$ cat src/rtl/roent_collector.sv
module roent_collector #(
  parameter int NOSC    = 32,
  parameter int WORD_W  = 32,
  parameter int DIV_W   = 16,
  parameter bit EXT_OSC = 1'b1
) (
  input  logic              clk,
  input  logic              rst_n,
  input  logic              enable,
  input  logic [NOSC-1:0]   op_a,
  input  logic [NOSC-1:0]   op_b,
  input  logic [NOSC-1:0]   osc_ext,
  input  logic [DIV_W-1:0]  div_limit,
  output logic [WORD_W-1:0] word_out,
  output logic              word_valid,
  input  logic              word_ack
);

  localparam int CNT_W = $clog2(WORD_W);
  localparam logic [CNT_W-1:0] LAST_BIT = CNT_W'(WORD_W - 1);

  logic [NOSC-1:0]   osc_raw;
  logic [NOSC-1:0]   sync1, sync2;
  logic [DIV_W-1:0]  pre_cnt;
  logic              strobe;
  logic [CNT_W-1:0]  bit_cnt;
  logic [WORD_W-1:0] shift_q;
  logic [WORD_W-1:0] next_word;
  logic              ent_bit;
  logic              word_done;

  // Adder-carry oscillators: inverted carry-out fed back as carry-in.
  for (genvar i = 0; i < NOSC; i++) begin : g_osc
    logic cin;
    logic carry;
    assign carry      = (op_a[i] & op_b[i]) | (cin & (op_a[i] ^ op_b[i]));
    assign osc_raw[i] = ~carry;
    if (EXT_OSC) begin : g_ext
      assign cin = osc_ext[i];
    end else begin : g_ring
      assign cin = enable & osc_raw[i];
    end
  end

  always_ff @(posedge clk or negedge rst_n) begin
    if (!rst_n) begin
      sync1 <= '0;
      sync2 <= '0;
    end else begin
      sync1 <= osc_raw;
      sync2 <= sync1;
    end
  end

  assign strobe = enable && (pre_cnt >= div_limit);

  always_ff @(posedge clk or negedge rst_n) begin
    if (!rst_n)                 pre_cnt <= '0;
    else if (!enable || strobe) pre_cnt <= '0;
    else                        pre_cnt <= pre_cnt + 1'b1;
  end

  assign ent_bit   = ^sync2;
  assign next_word = {shift_q[WORD_W-2:0], ent_bit};
  assign word_done = strobe && (bit_cnt == LAST_BIT);

  always_ff @(posedge clk or negedge rst_n) begin
    if (!rst_n) begin
      bit_cnt <= '0;
      shift_q <= '0;
    end else if (!enable) begin
      bit_cnt <= '0;
      shift_q <= '0;
    end else if (strobe) begin
      bit_cnt <= word_done ? '0 : bit_cnt + 1'b1;
      shift_q <= next_word;
    end
  end

  always_ff @(posedge clk or negedge rst_n) begin
    if (!rst_n) begin
      word_valid <= 1'b0;
      word_out   <= '0;
    end else if (!enable) begin
      word_valid <= 1'b0;
    end else if (word_valid) begin
      if (word_ack) word_valid <= 1'b0;
    end else if (word_done) begin
      word_valid <= 1'b1;
      word_out   <= next_word;
    end
  end

endmodule

$ cat config.mk
export PLATFORM = sky130hd
export DESIGN_NAME = roent_collector
export DESIGN_NICKNAME = d
export VERILOG_FILES = /design/src/rtl/roent_collector.sv
export SDC_FILE = /design/constraint.sdc
export NUM_CORES = 1
export LEC_CHECK = 0
export ABC_AREA = 1
export BUFFER_PORTS_ARGS = -buffer_cell sky130_fd_sc_hd__clkbuf_2
export CAP_MARGIN = 15
export CORE_UTILIZATION = 30
export CTS_BUF_LIST = sky130_fd_sc_hd__clkbuf_8
export CTS_CLUSTER_DIAMETER = 80
export DETAILED_ROUTE_END_ITERATION = 8
export SYNTH_ARGS = -nofsm -noshare
export SYNTH_HDL_FRONTEND = slang
export SYNTH_SLANG_ARGS = --single-unit
$ cat constraint.sdc
create_clock -name clk -period 3.6 [get_ports clk]
set_clock_uncertainty 0.15 [all_clocks]
set_input_delay 0.72 -clock clk [delete_from_list [all_inputs] [get_ports clk]]
set_output_delay 0.72 -clock clk [all_outputs]
set_load 0.02 [all_outputs]
# Word level (Yosys, flattened, before mapping)
# Cells that the tools add are included.
classes:
  n_reduce_logical: 6
  n_addsub: 2
  eq_ne: 2
  bitwise_logic: 161
  order_cmp: 1
  mux: 10
op_table:
  columns: ["operator", "count"]
  rows:
  - ["1-bit bitwise AND", 64]
  - ["31-bit two-way mux", 2]
  - ["1-bit inverter", 33]
  - ["1-bit OR", 32]
  - ["32-bit XOR reduction", 1]
  - ["1-bit bitwise XOR", 32]
  - ["16-bit by 1-bit adder with 16-bit output (second input constant)", 1]
  - ["16-bit greater-or-equal comparator", 1]
  - ["16-bit two-way mux", 1]
  - ["5-bit two-way mux", 3]
  - ["5-bit by 1-bit adder with 5-bit output (second input constant)", 1]
  - ["5-bit equality test (second input constant)", 1]
  - ["1-bit two-way mux", 4]
  - ["3-bit AND reduction", 1]
  - ["1-bit logical AND", 2]
  - ["2-bit by 1-bit inequality test with 1-bit output (second input constant)", 1]
  - ["1-bit logical NOT", 1]
  - ["1-bit logical OR", 1]
word_totals:
  out_inout_bits: 33
  elab_cells: 189
  input_bits: 116
  register_bits: 149

# Logic depth before layout (Yosys ltp)
depth:
  word_depth: 6
  mapped_depth: 16
  ltp_nobuf: 15

# Worst setup path before layout
# OpenSTA, ideal clock, no wires.
synth_path:
  kind: "input to register"
  start: "input div_limit[3]"
  end: "register word_out[10]"
  arrival_time_ns: 1.965
  cell_stages: 14
  setup_time_ns: 0.117
  setup_slack_ns: 1.368
  required_time_ns: 3.333
  n_path_buf: 1
  cell_sequence: "inv_1 > ha_1 > nand2_1 > nor2_1 > nor2_1 > nand2_1 > nand2_1 > nand2_1 > nand2_2 > a21boi_4 > nand2_4 > buf_6 > nand2_1 > nand2_1"
synth_via:
  elab_chain_len: 4
synth_rtl:
  columns: ["item", "line", "rtl"]
  rows:
  - ["start: declaration", "13", "input logic [DIV_W-1:0] div_limit,"]
  - ["16-bit greater-or-equal comparator", "55", "assign strobe = enable && (pre_cnt >= div_limit);"]
  - ["1-bit logical AND", "55", null]
  - ["1-bit logical AND", "65", "assign word_done = strobe && (bit_cnt == LAST_BIT);"]
  - ["3-bit AND reduction (no line)", null, null]
  - ["end signal: assignment", "90", "word_out <= next_word;"]
  - ["end: declaration", "14", "output logic [WORD_W-1:0] word_out,"]
# No other way between the ends.
# A chain may end at the register's enable or synchronous reset.

# Worst setup path in the final report
layout_path:
  start: "register pre_cnt[13]"
  end: "register shift_q[9]"
layout_via:
  elab_chain_len: 3
layout_rtl:
  columns: ["item", "line", "rtl"]
  rows:
  - ["start: declaration", "24", "logic [DIV_W-1:0] pre_cnt;"]
  - ["start signal: assignment", "60", "else pre_cnt <= pre_cnt + 1'b1;"]
  - ["16-bit greater-or-equal comparator", "55", null]
  - ["1-bit logical AND", "55", null]
  - ["2-bit by 1-bit inequality test with 1-bit output (no line)", null, null]
  - ["end signal: assignment", "76", "shift_q <= next_word;"]
  - ["end: declaration", "27", "logic [WORD_W-1:0] shift_q;"]
# No other way between the ends.

==> metrics.md <==
| Metric | Value |
|---|---|
| Rows | `55` |
| Detailed Place HPWL | `between 9 and 10 mm` |
| Placed cells | `1,231` |
| Synth Net Count | `974` |
| Vias in the first global route | `5,247` |
| PwrDens | `408 nW/um^2` |
| Synth warnings | `0` |
| CTS resizes | `0` |
| Setup TNS Final | `0 ns` |
| Detail Route Antenna Nets | `0` |
| DIE AREA | `23,700 um^2` |
| Initial core utilization | `0.305` |
| Count of cell types in the netlist | `29` |
| Max-cap viol count | `0` |
| Seq/Total Area, Yosys | `0.539` |
| Type of the tightest min-delay check | `in -> async` |
| Synth Instances | `slightly above 800` |
| Top Ports | `approximately 150` |
| CTS Sinks | `149` |
| Leading area contributor after synthesis | `dfrtp_1` |
| Setup Viol. Count Final | `0` |
| Peak Freq | `391 MHz` |
| Root Buffer | `clkbuf_8` |
| Max Transition Viols Final | `0` |
| DRC Markers | `0` |
| Final hold vios | `0` |
| Core area | `22,600 um^2` |
| CTS tree | `yes` |
| CTS clock-pin slew for the worst setup and hold paths | `0.08 ns` |
| Post-detailed-routing wire length | `13.6 mm` |
| Tmin final | `2.56 ns` |
| Status | `completed` |
| Synth-to-layout area growth | `20.6%` |
| Yosys top cell area share | `0.539` |
| Most frequent cells in the layout | `nand2_1, dfrtp_1, clkbuf_2` |
| Post-CTS Hold Buffers | `0` |
| Nets | `roughly 1,100` |
| CTS H-tree depth | `4` |
| Gr usage total | `0.126` |
| Crit path max fanout | `36` |
| Remaining Overflow, GRT | `0` |
| Finished Layout Cells | `1,263` |
| Chip width | `~150 um` |
| Largest net degree at the start of global routing | `76` |
| Most common cell after layout, fill and taps aside | `nand2_1` |
| Via density | `4.23` |
| Clock Path Buffers | `2` |
| Post-CTS setup buffer count | `0` |
| Initial antenna violation count | `0` |
| Slew at the pin closest to its max-slew limit | `0.710 ns` |
| Routability Congestion | `around 0.75` |
| Initial DRC count | `~240` |
| FF+latch count, synth | `149` |
| I/O Buffers | `148` |
| Fin crit share | `0.710` |
| Maximum VDD drop | `0.193 mV` |
| CP Capture Type | `register` |
| DR WL/cell | `10.8 um` |
| Synth area leaders | `dfrtp_1, nand2_1, ha_1` |
| Clock Latency Late Sink | `0.45 ns` |
| TritonCTS buffer count | `17` |
| Ant diodes | `0` |
| CP Class | `reg -> reg` |
| Worst endpoint required time | `3.85 ns` |
| Vias | `~5,300` |
| Cell Area, Synth | `6910 um^2` |
| 1st-pass router iterations | `6` |
| Startpoint type of the worst setup path | `register` |
| Mean Syn Cell Area | `8.57 um^2` |
| Die Ht | `~150 um` |
| Fin Hold WS | `0.121 ns` |
| Proportion of layout cells with a drive suffix above 1 | `0.204` |
| RSZ-0062 raised after global routing | `no` |
| Pleak | `4.83 nW` |
| WP data arrival | `between 2 and 3 ns` |
| Fillers | `2,262` |
| Slew HR | `0.527` |
| First-pass GRT wire length | `about 24 mm` |
metrics by stage:
stage | instance area, um^2 | worst slack [ns] | total power [mW] | util
2_1_floorplan | 6910 | 1.37 | 2.04 | -
3_3_place_gp | 7960 | 0.547 | 2.19 | 0.352
3_5_place_dp | 7960 | 0.537 | 2.21 | 0.352
4_1_cts | 8340 | 1.01 | 3.47 | 0.368
5_1_grt | 8340 | 0.748 | 3.60 | 0.368
6_report | 8340 | 1.04 | 3.41 | 0.368
layout make-up:
cell class | instances | area (um^2) | area share
repair buffers | 153 | 810 | 0.0970
well taps | 285 | 357 | 0.0427
clock buffers | 20 | 275 | 0.0330
flip-flops and latches | 149 | 3730 | 0.447
clock inverters | 12 | 104 | 0.0124
multi-input cells | 568 | 2780 | 0.334
inverters | 76 | 285 | 0.0342
power by group:
| part | total (mW) | internal (mW) | switching, mW |
|---|---|---|---|
| Sequential | 1.78 | 1.74 | 0.0347 |
| Clock | 1.24 | 0.600 | 0.643 |
| Combinational | 0.385 | 0.153 | 0.232 |
| Total | 3.41 | 2.50 | 0.910 |
state kept, by name, summed over array words and instances, names as in the netlist:
name / flops
sync1: 32
sync2: 32
pre_cnt: 16
bit_cnt: 5
word_valid: 1
word_out: 32
shift_q: 31
critical path, cell delays in order, from the launching register on:
cell     delay (ns)
dfrtp_1        0.41
ha_1           0.30
a21oi_1        0.18
o21ai_0        0.11
a21oi_2        0.25
nand3_2        0.31
inv_2          0.19
buf_4          0.38
nand2_1        0.10
nand2_1        0.08
cells in the mapped netlist (all sizes together):
| master | n |
|---|---|
| inv | 76 |
| nor3 | 7 |
| a21oi | 43 |
| nand2 | 406 |
| a31oi | 1 |
| o211a | 1 |
| dfrtp | 149 |
| buf | 14 |
| nand3 | 9 |
| o21bai | 1 |
| o21ai | 8 |
| nor2 | 32 |
| a21boi | 1 |
| xnor2 | 3 |
| nand4 | 1 |
| xor2 | 3 |
| o21a | 1 |
| ha | 51 |
logic make-up after synthesis:
kind of cell	after synthesis	synth area share
AO/OA/AOI/OAI	56	0.0447
XOR/XNOR	6	0.00760
adder cells (fa/ha/maj)	51	0.0923
buffers and inverters	90	0.0583
flip-flops	149	0.539
AND/OR/NAND/NOR	455	0.258
path summary, 6_finish.rpt:
| kind | startpoint | endpoint | depth (start not counted) | slack [ns] |
|---|---|---|---|---|
| setup / recovery | pre_cnt[13] | shift_q[9] | 9 | 1.04 |
| hold / removal | rst_n | sync2[25] | 1 | 0.12 |
| setup reg to reg | pre_cnt[13] | shift_q[9] | 9 | 1.04 |
| hold reg to reg | sync1[9] | sync2[9] | 0 | 0.20 |
| max in group asynchronous | rst_n | sync2[6] | 2 | 2.38 |
| min in group clk | sync1[9] | sync2[9] | 0 | 0.20 |
routing by layer:
| metal | track usage | wire [um] | vias to the layer above |
|---|---|---|---|
| met5 | 0 | 0 | - |
| met4 | 0.0529 | 163 | 0 |
| met3 | 0.0282 | 553 | 16 |
| met2 | 0.219 | 6570 | 105 |
| met1 | 0.150 | 6360 | 2416 |
| li1 | - | - | 2801 |
(Power assumes the default switching activity.)
